### config.mk
export PLATFORM = sky130hd
export DESIGN_NAME = chop_bridge_ctrl
export DESIGN_NICKNAME = d
export VERILOG_FILES = /design/src/rtl/chop_pkg.sv /design/src/rtl/chop_timer.sv /design/src/rtl/chop_ctrl.sv /design/src/rtl/chop_gates.sv /design/src/rtl/chop_bridge_ctrl.sv
export SDC_FILE = /design/constraint.sdc
export NUM_CORES = 1
export LEC_CHECK = 0
export ABC_AREA = 1
export BUFFER_PORTS_ARGS = -buffer_cell sky130_fd_sc_hd__buf_2
export CAP_MARGIN = 5
export CORE_MARGIN = 5
export CORE_UTILIZATION = 35
export DETAILED_ROUTE_END_ITERATION = 8
export GPL_TIMING_DRIVEN = 0
export PLACE_DENSITY = 0.6
export SYNTH_ARGS = -nofsm -noshare
export SYNTH_HDL_FRONTEND = slang
export SYNTH_SLANG_ARGS = --single-unit
### constraint.sdc
create_clock -name clk -period 2.8 [get_ports clk]
set_clock_uncertainty 0.2 [all_clocks]
set_input_delay 0.56 -clock clk [delete_from_list [all_inputs] [get_ports clk]]
set_output_delay 0.56 -clock clk [all_outputs]
set_load 0.02 [all_outputs]
### src/rtl/chop_pkg.sv
package chop_pkg;

  typedef enum logic [2:0] {
    ST_IDLE,
    ST_BLANK,
    ST_SENSE,
    ST_OFF,
    ST_CHOP
  } chopState_t;

  typedef enum logic [1:0] {
    PAT_NONE,
    PAT_DRIVE,
    PAT_FAST,
    PAT_SLOW
  } gatePat_t;

  typedef struct packed {
    logic loadBlank;
    logic loadOff;
    logic countTick;
  } chopStrobe_t;

endpackage

### src/rtl/chop_timer.sv
module chop_timer
  import chop_pkg::*;
#(
  parameter int OFF_BITS  = 5,
  parameter int FAST_BITS = 4,
  parameter int TICK_MULT = 8,
  parameter int BLANK_MIN = 4,
  parameter int CNT_W     = 8
) (
  input  logic                 clk,
  input  logic                 rstN,
  input  chopStrobe_t          strobe,
  input  logic [OFF_BITS-1:0]  offCode,
  input  logic [FAST_BITS-1:0] fastCode,
  input  logic [1:0]           blankCode,
  output logic                 cntAtOne,
  output logic                 fastActive
);

  logic [CNT_W-1:0] mainCnt;
  logic [CNT_W-1:0] fastCnt;
  logic [CNT_W-1:0] offLen;
  logic [CNT_W-1:0] fastLen;
  logic [CNT_W-1:0] blankLen;

  // (1+N) periods of TICK_MULT ticks, minus one tick
  always_comb begin
    offLen  = CNT_W'((int'(offCode) + 1) * TICK_MULT - 1);
    fastLen = CNT_W'((int'(fastCode) + 1) * TICK_MULT - 1);
    unique case (blankCode)
      2'd0:    blankLen = CNT_W'(BLANK_MIN);
      2'd1:    blankLen = CNT_W'((BLANK_MIN * 3) / 2);
      2'd2:    blankLen = CNT_W'(BLANK_MIN * 3);
      default: blankLen = CNT_W'(BLANK_MIN * 6);
    endcase
  end

  always_ff @(posedge clk) begin
    if (!rstN) begin
      mainCnt <= '0;
      fastCnt <= '0;
    end else begin
      if (strobe.loadBlank)
        mainCnt <= blankLen;
      else if (strobe.loadOff)
        mainCnt <= offLen;
      else if (strobe.countTick && mainCnt != '0)
        mainCnt <= mainCnt - 1'b1;

      if (strobe.loadOff)
        fastCnt <= fastLen;
      else if (strobe.loadBlank)
        fastCnt <= '0;
      else if (strobe.countTick && fastCnt != '0)
        fastCnt <= fastCnt - 1'b1;
    end
  end

  assign cntAtOne   = (mainCnt == CNT_W'(1));
  assign fastActive = (fastCnt != '0);

endmodule

### src/rtl/chop_ctrl.sv
module chop_ctrl
  import chop_pkg::*;
#(
  parameter int DAC_BITS = 4
) (
  input  logic                clk,
  input  logic                rstN,
  input  logic                oscTick,
  input  logic                trip,
  input  logic                enable,
  input  logic                phase,
  input  logic                intSlow,
  input  logic                extSlow,
  input  logic [DAC_BITS-1:0] dacCode,
  input  logic                cntAtOne,
  input  logic                fastActive,
  output chopStrobe_t         strobe,
  output gatePat_t            pattern,
  output logic                phaseQ
);

  chopState_t state;
  chopState_t nextState;
  logic       dacOff;
  logic       phaseFlip;

  assign dacOff    = (dacCode == '0);
  assign phaseFlip = (phase != phaseQ);

  always_comb begin
    nextState = state;
    strobe    = '0;
    if (dacOff) begin
      nextState = ST_IDLE;
    end else if (phaseFlip) begin
      nextState      = ST_OFF;
      strobe.loadOff = 1'b1;
    end else if (!enable) begin
      nextState = ST_CHOP;
    end else begin
      unique case (state)
        ST_IDLE, ST_CHOP: begin
          nextState        = ST_BLANK;
          strobe.loadBlank = 1'b1;
        end
        ST_BLANK: begin
          strobe.countTick = oscTick;
          if (oscTick && cntAtOne) nextState = ST_SENSE;
        end
        ST_SENSE: begin
          if (trip) begin
            nextState      = ST_OFF;
            strobe.loadOff = 1'b1;
          end
        end
        ST_OFF: begin
          strobe.countTick = oscTick;
          if (oscTick && cntAtOne) begin
            nextState        = ST_BLANK;
            strobe.loadBlank = 1'b1;
          end
        end
        default: nextState = ST_IDLE;
      endcase
    end
  end

  always_ff @(posedge clk) begin
    if (!rstN) begin
      state  <= ST_IDLE;
      phaseQ <= 1'b0;
    end else begin
      state  <= nextState;
      phaseQ <= phase;
    end
  end

  always_comb begin
    unique case (state)
      ST_BLANK, ST_SENSE: pattern = PAT_DRIVE;
      ST_OFF:             pattern = (!intSlow && fastActive) ? PAT_FAST : PAT_SLOW;
      ST_CHOP:            pattern = extSlow ? PAT_SLOW : PAT_FAST;
      default:            pattern = PAT_NONE;
    endcase
  end

  // zero DAC code idles the bridge
  a_r9_dac_idle: assert property (@(posedge clk) disable iff (!rstN)
    (dacCode == '0) |=> (state == ST_IDLE));

  // sensing is reached only through blanking
  a_r3_sense_after_blank: assert property (@(posedge clk) disable iff (!rstN)
    (state == ST_SENSE) |-> ($past(state) == ST_BLANK || $past(state) == ST_SENSE));

  // leaving sense for the off-time needs a trip or a phase flip
  a_r4_off_needs_trip: assert property (@(posedge clk) disable iff (!rstN)
    (state == ST_OFF && $past(state) == ST_SENSE) |-> ($past(trip) || $past(phase) != $past(phaseQ)));

  // low enable chops on the next cycle
  a_r7_enable_chop: assert property (@(posedge clk) disable iff (!rstN)
    (dacCode != '0 && !enable && phase == phaseQ) |=> (state == ST_CHOP));

endmodule

### src/rtl/chop_gates.sv
module chop_gates
  import chop_pkg::*;
#(
  parameter int DEAD_CLKS = 3
) (
  input  logic     clk,
  input  logic     rstN,
  input  gatePat_t pattern,
  input  logic     phaseQ,
  output logic [3:0] gates
);

  // gate vector order: {hiA, loA, hiB, loB}
  logic [3:0] target;

  always_comb begin
    unique case (pattern)
      PAT_DRIVE: target = phaseQ ? 4'b1001 : 4'b0110;
      PAT_FAST:  target = phaseQ ? 4'b0110 : 4'b1001;
      PAT_SLOW:  target = 4'b0101;
      default:   target = 4'b0000;
    endcase
  end

  generate
    if (DEAD_CLKS == 0) begin : gNoDead
      always_ff @(posedge clk) begin
        if (!rstN) gates <= '0;
        else       gates <= target;
      end
    end else begin : gDead
      localparam int DW = $clog2(DEAD_CLKS + 1);
      logic [3:0]    goalQ;
      logic [DW-1:0] deadCnt;

      always_ff @(posedge clk) begin
        if (!rstN) begin
          gates   <= '0;
          goalQ   <= '0;
          deadCnt <= '0;
        end else if (target != goalQ) begin
          goalQ   <= target;
          gates   <= gates & target;
          deadCnt <= DW'(DEAD_CLKS);
        end else if (deadCnt != '0) begin
          deadCnt <= deadCnt - 1'b1;
          if (deadCnt == DW'(1)) gates <= goalQ;
        end
      end

      // complementary switch was already off one cycle before a turn-on
      a_r10_gap_hia: assert property (@(posedge clk) disable iff (!rstN)
        $rose(gates[3]) |-> !$past(gates[2]));
      a_r10_gap_lob: assert property (@(posedge clk) disable iff (!rstN)
        $rose(gates[0]) |-> !$past(gates[1]));
    end
  endgenerate

  // no leg ever conducts straight through
  a_r10_leg_exclusive: assert property (@(posedge clk) disable iff (!rstN)
    !(gates[3] && gates[2]) && !(gates[1] && gates[0]));

endmodule

### src/rtl/chop_bridge_ctrl.sv
module chop_bridge_ctrl
  import chop_pkg::*;
#(
  parameter int OFF_BITS  = 5,
  parameter int FAST_BITS = 4,
  parameter int DAC_BITS  = 4,
  parameter int TICK_MULT = 8,
  parameter int BLANK_MIN = 4,
  parameter int DEAD_CLKS = 3
) (
  input  logic                 clk,
  input  logic                 rstN,
  input  logic                 oscTick,
  input  logic [OFF_BITS-1:0]  offCode,
  input  logic [FAST_BITS-1:0] fastCode,
  input  logic [1:0]           blankCode,
  input  logic                 intSlow,
  input  logic                 extSlow,
  input  logic [DAC_BITS-1:0]  dacCode,
  input  logic                 phase,
  input  logic                 enable,
  input  logic                 trip,
  output logic                 hiA,
  output logic                 loA,
  output logic                 hiB,
  output logic                 loB
);

  localparam int OFF_MAX  = (1 << OFF_BITS) * TICK_MULT;
  localparam int BLK_MAX  = BLANK_MIN * 6 + 1;
  localparam int CNT_W    = $clog2(OFF_MAX > BLK_MAX ? OFF_MAX : BLK_MAX);

  chopStrobe_t strobe;
  gatePat_t    pattern;
  logic        phaseQ;
  logic        cntAtOne;
  logic        fastActive;
  logic [3:0]  gates;

  chop_ctrl #(.DAC_BITS(DAC_BITS)) uCtrl (
    .clk(clk), .rstN(rstN), .oscTick(oscTick), .trip(trip), .enable(enable),
    .phase(phase), .intSlow(intSlow), .extSlow(extSlow), .dacCode(dacCode),
    .cntAtOne(cntAtOne), .fastActive(fastActive), .strobe(strobe),
    .pattern(pattern), .phaseQ(phaseQ)
  );

  chop_timer #(
    .OFF_BITS(OFF_BITS), .FAST_BITS(FAST_BITS), .TICK_MULT(TICK_MULT),
    .BLANK_MIN(BLANK_MIN), .CNT_W(CNT_W)
  ) uTimer (
    .clk(clk), .rstN(rstN), .strobe(strobe), .offCode(offCode),
    .fastCode(fastCode), .blankCode(blankCode), .cntAtOne(cntAtOne),
    .fastActive(fastActive)
  );

  chop_gates #(.DEAD_CLKS(DEAD_CLKS)) uGates (
    .clk(clk), .rstN(rstN), .pattern(pattern), .phaseQ(phaseQ), .gates(gates)
  );

  assign {hiA, loA, hiB, loB} = gates;

endmodule

==> results of run 1 <==
worst max-delay path, stage by stage, from the launching register on:
cell	delay, ps
dfxtp_1	310
inv_1	90
ha_1	220
nand2_1	90
o21ai_1	190
nand2_2	110
nand3_2	120
nand2_2	80
nand2_1	60
nand2_1	80
nor2_4	220
nand2_4	100
inv_2	70
o211ai_1	70
nand2_1	60
inv_1	40
stage by stage:
step | power, mW | hold WS, ps
5_1_grt | 1.60 | 295
3_3_place_gp | 1.05 | 248
4_1_cts | 1.51 | 266
6_report | 1.50 | 262
2_1_floorplan | 0.946 | 239
3_5_place_dp | 1.06 | 254
state kept, by name (all words and copies together), names as in the netlist:
name	cells
uCtrl.phaseQ	1
uCtrl.state	3
uGates.gDead.deadCnt	2
uGates.gDead.goalQ	4
uGates.gates	4
uTimer.fastCnt	8
uTimer.mainCnt	8
logic make-up (layout without fill, tap and decap cells):
family	after synthesis	after routing	share of synthesized area, %
AND/OR/NAND/NOR	165	165	38.2
AO/OA/AOI/OAI	60	60	14.3
buffers and inverters	55	89	10.2
flip-flops	30	30	26.6
XOR/XNOR	16	16	6.21
adder cells (fa/ha/maj)	8	8	4.44
worst paths after layout:
kind,start,end,slack [ps],cells past startpoint
worst max-delay path,uTimer.fastCnt[0],uGates.gDead.deadCnt[1],570,15
worst min register to register,uTimer.fastCnt[0],uTimer.fastCnt[0],260,2
worst max register to register,uTimer.fastCnt[0],uGates.gDead.deadCnt[1],570,15
worst min-delay path,uTimer.fastCnt[0],uTimer.fastCnt[0],260,2
routing by layer:
metal / part of all wire, % / vias up
li1: - / 1149
met1: 50 / 908
met2: 44 / 38
met3: 4.1 / 5
met4: 1.5 / 0
met5: 0 / -
cell usage in the layout, fill, tap and decap left out, types with 2 or more instances in the layout:
cell	instances
a21oi_1	23
buf_2	27
buf_6	2
clkbuf_8	5
clkinvlp_4	2
dfxtp_1	30
ha_1	8
inv_1	42
inv_2	7
nand2_1	61
nand2_2	7
nand2_4	4
nand3_1	20
nand3_2	4
nand3b_1	2
nand4_1	7
nor2_1	40
nor2_2	3
nor2_4	4
nor2_8	2
nor3_1	5
o211ai_1	3
o21ai_0	21
o21ai_1	8
o21ai_2	2
xnor2_1	10
xor2_1	6
power by group:
group	switching, mW	internal, mW
sequential	0.0477	0.477
combinational	0.322	0.201
clock	0.185	0.265
total	0.555	0.943
synthesized netlist by cell type, types with 4 or more instances:
library cell	instances	area share (%)
nand2_1	61	10
inv_1	42	7.0
nor2_1	40	6.7
dfxtp_1	30	27
a21oi_1	23	5.1
o21ai_0	21	4.7
nand3_1	20	4.4
xnor2_1	10	3.9
ha_1	8	4.4
o21ai_1	8	1.8
inv_2	7	1.2
nand2_2	7	1.9
nand4_1	7	1.9
xor2_1	6	2.3
nor3_1	5	1.1
nand2_4	4	2.0
nand3_2	4	1.8
nor2_4	4	2.0
layout make-up:
cell class	instances	area, um2
Clock buffer	5	68.8
Multi-Input combinational cell	249	1430
Inverter	51	199
Buffer	4	31.3
Tap cell	77	96.3
Sequential cell	30	601
Timing Repair Buffer	26	130
Clock inverter	3	45.0
Fill cell	672	3720
==> impl_metrics.csv, run 1 <==
group,metric,value,unit
placed_design,post-dp-hpwl,3840,um
sta,fin_tns_setup,0,ps
cts,clock_sinks,30,
cts,cts_hold_buf,0,
cts,htree_num_levels,2,
setup_path,cp.required,2780,ps
setup_path,cp-start-kind,"flop",
setup_path,crit_path_end_kind,"flop",
finish,n_antenna_cell,0,
synth,yosysWarnings,0,
sta,layout_min_cycle_time,2230,ps
setup_path,cp_data_arrival_time,2210,ps
detailed_routing,wl,4910,um
global_route,grt_pass1_wl,8500,um
floorplanning,die_w,90.3,um
synth,syn_inst,334,
cts,cts_buffers,5,
finish,final_cells,445,
global_route,globalRouteMet3Util,2.25,%
sta,max_slew_margin,73.8,%
detailed_routing,vias,2100,
synth,ys_types,37,
finish,layout-drive-gt1-share,20.7,%
cts,path_clk_slew,80,ps
cts,cts_buffer_depth,2,
synth,syn_area,0.00226,mm2
finish,final_nets,398,
synth,ys_ff_latch,30,
synth,async_reset_ff_share,0,%
placed_design,gp_congestion,0.818,
placed_design,placed_cell_area,0.00248,mm2
worst_hold_path,min_path_type,"flop to flop",
sta,worst_slew_pin_slew,393,ps
sta,fin_crit_sh,79.5,%
floorplanning,num_io_pins,27,
floorplanning,coreArea,0.00631,mm2
sta,rsz0062_at_grt,"no",
finish,finish.utilization,41.1,%
cts,root_buffer,"clkbuf_8",
synth,ys_seq_area_share,26.6,%
detailed_routing,dr.pass1.iters,4,
cts,cts_resized,0,
finish,areaGrowthSynthToFinish,15.1,%
cts,clkLatencyLatePin,290,ps
synth,yosys_most_used_dff,"dfxtp_1",
run_status,status,"complete, no violations",
setup_path,cp_max_fo,7,
flow_run,cap_violations,0,
detailed_routing,drtIter0Drc,101,
floorplanning,start_util,35.7,%
power_and_ir_drop,ir_drop,228,uV
power_and_ir_drop,power_density,577,mW/mm2
finish,fin_area,0.00260,mm2
global_route,overflow,0,
sta,final.setup.worst_slack,575,ps
global_route,met1_usage,16.9,%
global_route,grt_antenna_before_repair,0,
detailed_routing,vias_per_cell,4.72,
detailed_routing,ant_nets,0,
sta,setup_violations,0,
synth,synth_nets,365,
sta,finalHoldViolations,0,
setup_path,path_class,"flop to flop",
sta,fmax,449,MHz
synth,avgSynthCellArea,6.75,um2
placed_design,io_buffers,26,
global_route,grt-busiest-layer,"met2",
floorplanning,fp.dieArea,0.00815,mm2
power_and_ir_drop,power_leakage,1.22,nW
global_route,grt_pass1_vias,1945,
cts,postCtsSetupRepairBufs,0,
floorplanning,rows,29,
cts,cts_tree,"yes",
floorplanning,dieHeight,90.3,um
sta,final_max_slew_viol_count,0,
detailed_routing,wire_per_inst,11.0,um
detailed_routing,drc,0,
placed_design,pre_cts_slack,424,ps
global_route,grt_use_met2,19.5,%
synth,synth_edf_count,0,
global_route,grt_max_degree,12,
placed_design,dp_cells,437,
global_route,grt_use_total,12.3,%
No activity file was read; power rests on OpenSTA's default activity.
==> run 2, diff against run 1 <==
clock period = 2.3 ns   (was 2.8 ns; I/O delays follow)
==> run 2 against run 1 <==
  * Clock power is 22% higher
  * Combinational power grew 24%
  * Via count stayed put
  * Largest power group is now combinational cells
  * Die area unchanged
  * Sequential cell count is the same
  * Critical path depth stayed put
  * Highest routed layer unchanged
  * Hold slack worse by 76 ps
  * Critical endpoint unchanged
  * First-iteration DRC count decreased by 7.9%
==> impl_metrics.csv, run 2 (synthesis gave the netlist of run 1 again) <==
group,metric,value,unit
finish,final_nets,398,
detailed_routing,vias_per_cell,4.72,
detailed_routing,drc,0,
flow_run,cap_violations,0,
global_route,grt_max_degree,12,
floorplanning,rows,29,
finish,regArea,601,um2
power_and_ir_drop,power_leakage,1.23,nW
global_route,grt_pass1_vias,1945,
detailed_routing,vias,2100,
finish,final_common_cell,"nand2_1",
detailed_routing,dr.pass1.iters,6,
setup_path,cp_data_arrival_time,2110,ps
setup_path,cp_max_fo,7,
global_route,grt_pass1_wl,8500,um
sta,max_slew_margin,74.2,%
sta,fin_tns_setup,0,ps
worst_hold_path,min_path_type,"input port to flop",
global_route,overflow,0,
cts,clkLatencyLatePin,290,ps
floorplanning,num_io_pins,27,
setup_path,crit_path_end_kind,"flop",
detailed_routing,drtIter0Drc,93,
sta,fmax,470,MHz
run_status,status,"complete, no violations",
finish,areaGrowthSynthToFinish,16.1,%
cts,cts_buffer_depth,2,
sta,layout_min_cycle_time,2130,ps
placed_design,gp_congestion,0.818,
finish,top_regs,"uTimer.fastCnt (8), uTimer.mainCnt (8)",
finish,layout-drive-gt1-share,21.7,%
cts,postCtsSetupRepairBufs,0,
sta,fin_crit_sh,92.5,%
cts,clock_sinks,30,
detailed_routing,ant_nets,0,
finish,n_antenna_cell,0,
finish,finish.utilization,41.5,%
placed_design,dp_cells,437,
power_and_ir_drop,ir_drop,279,uV
global_route,grt_use_total,12.3,%
floorplanning,fp.dieArea,0.00815,mm2
cts,cts_buffers,5,
sta,setup_violations,0,
sta,finalHoldViolations,0,
detailed_routing,wire_per_inst,11.2,um
placed_design,io_buffers,26,
floorplanning,start_util,35.7,%
floorplanning,die_w,90.3,um
global_route,grt_antenna_before_repair,0,
cts,root_buffer,"clkbuf_8",
sta,final.setup.worst_slack,174,ps
placed_design,placed_cell_area,0.00248,mm2
finish,n_fill_cell,671,
finish,multiInputGateArea,0.00145,mm2
cts,htree_num_levels,2,
setup_path,cp.required,2280,ps
power_and_ir_drop,power_density,701,mW/mm2
cts,cts_tree,"yes",
setup_path,path_class,"flop to flop",
detailed_routing,wl,4960,um
finish,mostFrequentLayoutCells,"nand2_1 (61), inv_1 (40), nor2_1 (40)",
finish,fin_area,0.00262,mm2
floorplanning,coreArea,0.00631,mm2
cts,path_clk_slew,80,ps
placed_design,post-dp-hpwl,3840,um
placed_design,pre_cts_slack,23.9,ps
sta,final_max_slew_viol_count,0,
floorplanning,dieHeight,90.3,um
sta,worst_slew_pin_slew,384,ps
setup_path,cp-start-kind,"flop",
finish,final_cells,445,
[run 2: cell types whose count changed in the layout (fill, tap and decap cells not counted)]
cell / change
nand3_4: +1
inv_2: +2
o21ai_0: -1
inv_1: -2
ha_1: -1
ha_4: +1
nand3_2: -1
o21ai_2: +1
[run 2: repair_timing]
item                                    CTS  global route
resized for setup                         0             7
endpoints found under the setup margin    0             6
hold buffers                              0             0
[run 2: final cells by class]
| type | count | share of cell area (%) |
|---|---|---|
| inverter | 51 | 7.59 |
| tap | 77 | 3.68 |
| clock inverter | 3 | 1.72 |
| sequential | 30 | 22.9 |
| buffer | 4 | 1.19 |
| multi-input combinational | 249 | 55.3 |
| clock buffer | 5 | 2.63 |
| timing repair buffer | 26 | 4.97 |
[run 2: layer usage]
layer,part of all wire (%),up-vias,GRT usage (%)
met3,3.4,5,2.25
met1,50,917,16.9
met2,45,31,19.5
met5,0,-,0
li1,-,1147,-
met4,1.5,0,4.09
[run 2: final timing paths]
| path | startpoint | end | slack (ps) | cells after the start |
|---|---|---|---|---|
| max | uTimer.fastCnt[0] | uGates.gDead.deadCnt[1] | 170 | 15 |
| max reg2reg | uTimer.fastCnt[0] | uGates.gDead.deadCnt[1] | 170 | 15 |
| min | enable | uCtrl.state[2] | 190 | 2 |
| min reg2reg | uGates.gates[2] | uGates.gates[2] | 270 | 2 |
[run 2: critical path, cell delays in order, from the launching register on]
cell and delay, ps:
dfxtp_1 320, inv_2 80, ha_4 140, nand2_1 90
o21ai_2 170, nand2_2 120, nand3_4 100, nand2_1 70
nand3_1 70, nand2_1 90, nor2_4 220, nand2_4 100
inv_2 70, o211ai_1 70, nand2_1 60, inv_1 40
[run 2: metrics by stage]
stage	power, mW	hold WS (ps)
2_1_floorplan	1.15	239
3_3_place_gp	1.28	248
3_5_place_dp	1.28	254
4_1_cts	1.84	176
5_1_grt	1.97	195
6_report	1.84	186
[run 2: report_power, final]
part | total (mW) | internal, mW | switching (mW)
Clock | 0.546 | 0.322 | 0.224
Combinational | 0.651 | 0.251 | 0.401
Sequential | 0.639 | 0.580 | 0.0588
Total | 1.84 | 1.15 | 0.683
==> run 3, diff against run 2 <==
--- a/config.mk
+++ b/config.mk
@@ -10,3 +10,3 @@
 export CAP_MARGIN = 5
-export CORE_MARGIN = 5
+export CORE_MARGIN = 2
 export CORE_UTILIZATION = 35
==> constraint.sdc (replaced) <==
create_clock -name clk -period 2.3 [get_ports clk]
set_clock_uncertainty 0.2 [all_clocks]
set_input_delay 0.345 -clock clk [delete_from_list [all_inputs] [get_ports clk]]
set_output_delay 0.345 -clock clk [all_outputs]
set_load 0.02 [all_outputs]
==> run 3 against run 2 <==
  * Final cell count is 0.22% higher
  * Sequential share of layout area did not move
  * Fmax down 1.1%
  * Wire length is 1.1% higher
  * Total power shrank 4.6%
  * Critical path type unchanged
  * Highest routed layer unchanged
==> impl_metrics.csv, run 3 (synthesis gave the netlist of run 1 again) <==
group,metric,value,unit
floorplanning,fp.dieArea,0.00710,mm2
sta,fin_tns_setup,0,ps
detailed_routing,drc,0,
floorplanning,dieHeight,84.3,um
cts,htree_num_levels,2,
detailed_routing,vias,2145,
detailed_routing,vias_per_cell,4.81,
sta,final.setup.worst_slack,149,ps
sta,layout_min_cycle_time,2150,ps
floorplanning,coreArea,0.00628,mm2
global_route,grt_pass1_vias,2034,
cts,cts_tree,"yes",
floorplanning,rows,29,
sta,setup_violations,0,
detailed_routing,drtIter0Drc,91,
cts,cts_buffers,5,
placed_design,io_buffers,26,
finish,top_regs,"uTimer.fastCnt (8), uTimer.mainCnt (8)",
placed_design,pre_cts_slack,32.7,ps
global_route,overflow,0,
detailed_routing,ant_nets,0,
global_route,grt_antenna_before_repair,0,
finish,mostFrequentLayoutCells,"nand2_1 (59), inv_1 (41), nor2_1 (40)",
cts,clkLatencyLatePin,290,ps
finish,layout-drive-gt1-share,22.5,%
run_status,status,"complete, no violations",
sta,final_max_slew_viol_count,0,
finish,final_nets,399,
sta,finalHoldViolations,0,
placed_design,post-dp-hpwl,3810,um
power_and_ir_drop,power_density,669,mW/mm2
cts,cts_hold_buf,0,
setup_path,cp-start-kind,"flop",
finish,areaGrowthSynthToFinish,16.1,%
placed_design,gp_congestion,0.819,
worst_hold_path,min_path_type,"input port to flop",
finish,final_common_cell,"nand2_1",
setup_path,cp_max_fo,7,
cts,path_clk_slew,70,ps
cts,cts_buffer_depth,2,
floorplanning,start_util,35.9,%
detailed_routing,dr.pass1.iters,4,
detailed_routing,wire_per_inst,11.3,um
cts,clock_sinks,30,
global_route,grt_pass1_wl,8550,um
power_and_ir_drop,ir_drop,319,uV
detailed_routing,wl,5020,um
finish,n_antenna_cell,0,
setup_path,cp.required,2290,ps
sta,fin_crit_sh,93.5,%
cts,root_buffer,"clkbuf_8",
floorplanning,num_io_pins,27,
sta,worst_slew_pin_slew,451,ps
floorplanning,die_w,84.3,um
setup_path,crit_path_end_kind,"flop",
flow_run,cap_violations,0,
sta,rsz0062_at_grt,"no",
global_route,grt_use_total,14.5,%
sta,max_slew_margin,69.9,%
sta,fmax,465,MHz
power_and_ir_drop,power_leakage,1.23,nW
finish,n_fill_cell,665,
global_route,grt_max_degree,11,
setup_path,path_class,"flop to flop",
setup_path,cp_data_arrival_time,2140,ps
-- run 3: changes by cell type in the layout (fill, tap and decap cells not counted), sizes merged --
cell / before / now
clkbuf: 5 / 7
clkinvlp: 2 / 0
buf: 30 / 31
bufinv: 1 / 0
clkinv: 0 / 1
-- run 3: metrics by stage --
step / hold slack [ps] / utilization (%) / cells / instance area, um2 / power, mW
after floorplan: 223 / - / 334 / 2260 / 1.15
after global placement: 245 / 39.5 / 437 / 2480 / 1.28
after detailed placement: 257 / 39.5 / 437 / 2480 / 1.29
after CTS: 61.7 / 41.0 / 445 / 2570 / 1.74
after global routing: 76.7 / 41.7 / 446 / 2620 / 1.89
final: 62.0 / 41.7 / 446 / 2620 / 1.75
-- run 3: area by class of cell --
type                            count  area [um2]  share of cell area (%)
Tap cell                           77        96.3                    3.68
Timing Repair Buffer               27         138                    5.25
Clock inverter                      1        5.00                   0.191
Buffer                              4        31.3                    1.19
Sequential cell                    30         601                    22.9
Clock buffer                        7        86.3                    3.30
Multi-Input combinational cell    249        1460                    55.9
Inverter                           51         199                    7.59
-- run 3: per-layer routing --
layer	GRT usage [%]	vias up	part of all wire, %
met5	0	-	0
met4	5.43	0	1.3
met3	2.85	6	3.9
met2	23.2	45	46
met1	19.3	950	49
li1	-	1144	-
-- run 3: worst max-delay path, cell delays in order, from the launching register on --
cell and delay (ps):
dfxtp_1 360, inv_1 80, ha_4 180, nand2_1 90, o21ai_2 70, nand2_2 140
buf_4 130, nand4_1 70, nand3_1 100, nand2_2 80, nor2_4 210, nand2_4 100
inv_2 70, o211ai_1 80, nand2_1 60, inv_1 30
-- run 3: worst paths after layout --
kind,start,to,slack (ps),depth (start not counted)
setup / recovery,uTimer.fastCnt[1],uGates.gDead.deadCnt[1],150,15
setup reg to reg,uTimer.fastCnt[1],uGates.gDead.deadCnt[1],150,15
hold reg to reg,uGates.gates[3],uGates.gates[3],270,2
hold / removal,phase,uCtrl.phaseQ,60,3
-- run 3: power by group --
group | switching [mW] | internal [mW]
logic | 0.405 | 0.253
registers | 0.0594 | 0.581
clock network | 0.214 | 0.241
total | 0.678 | 1.07
-- run 3: what timing repair did --
action | in CTS | in global routing
endpoints found under the setup margin | 0 | 6
buffers inserted | 0 | 1
resized for setup | 0 | 9
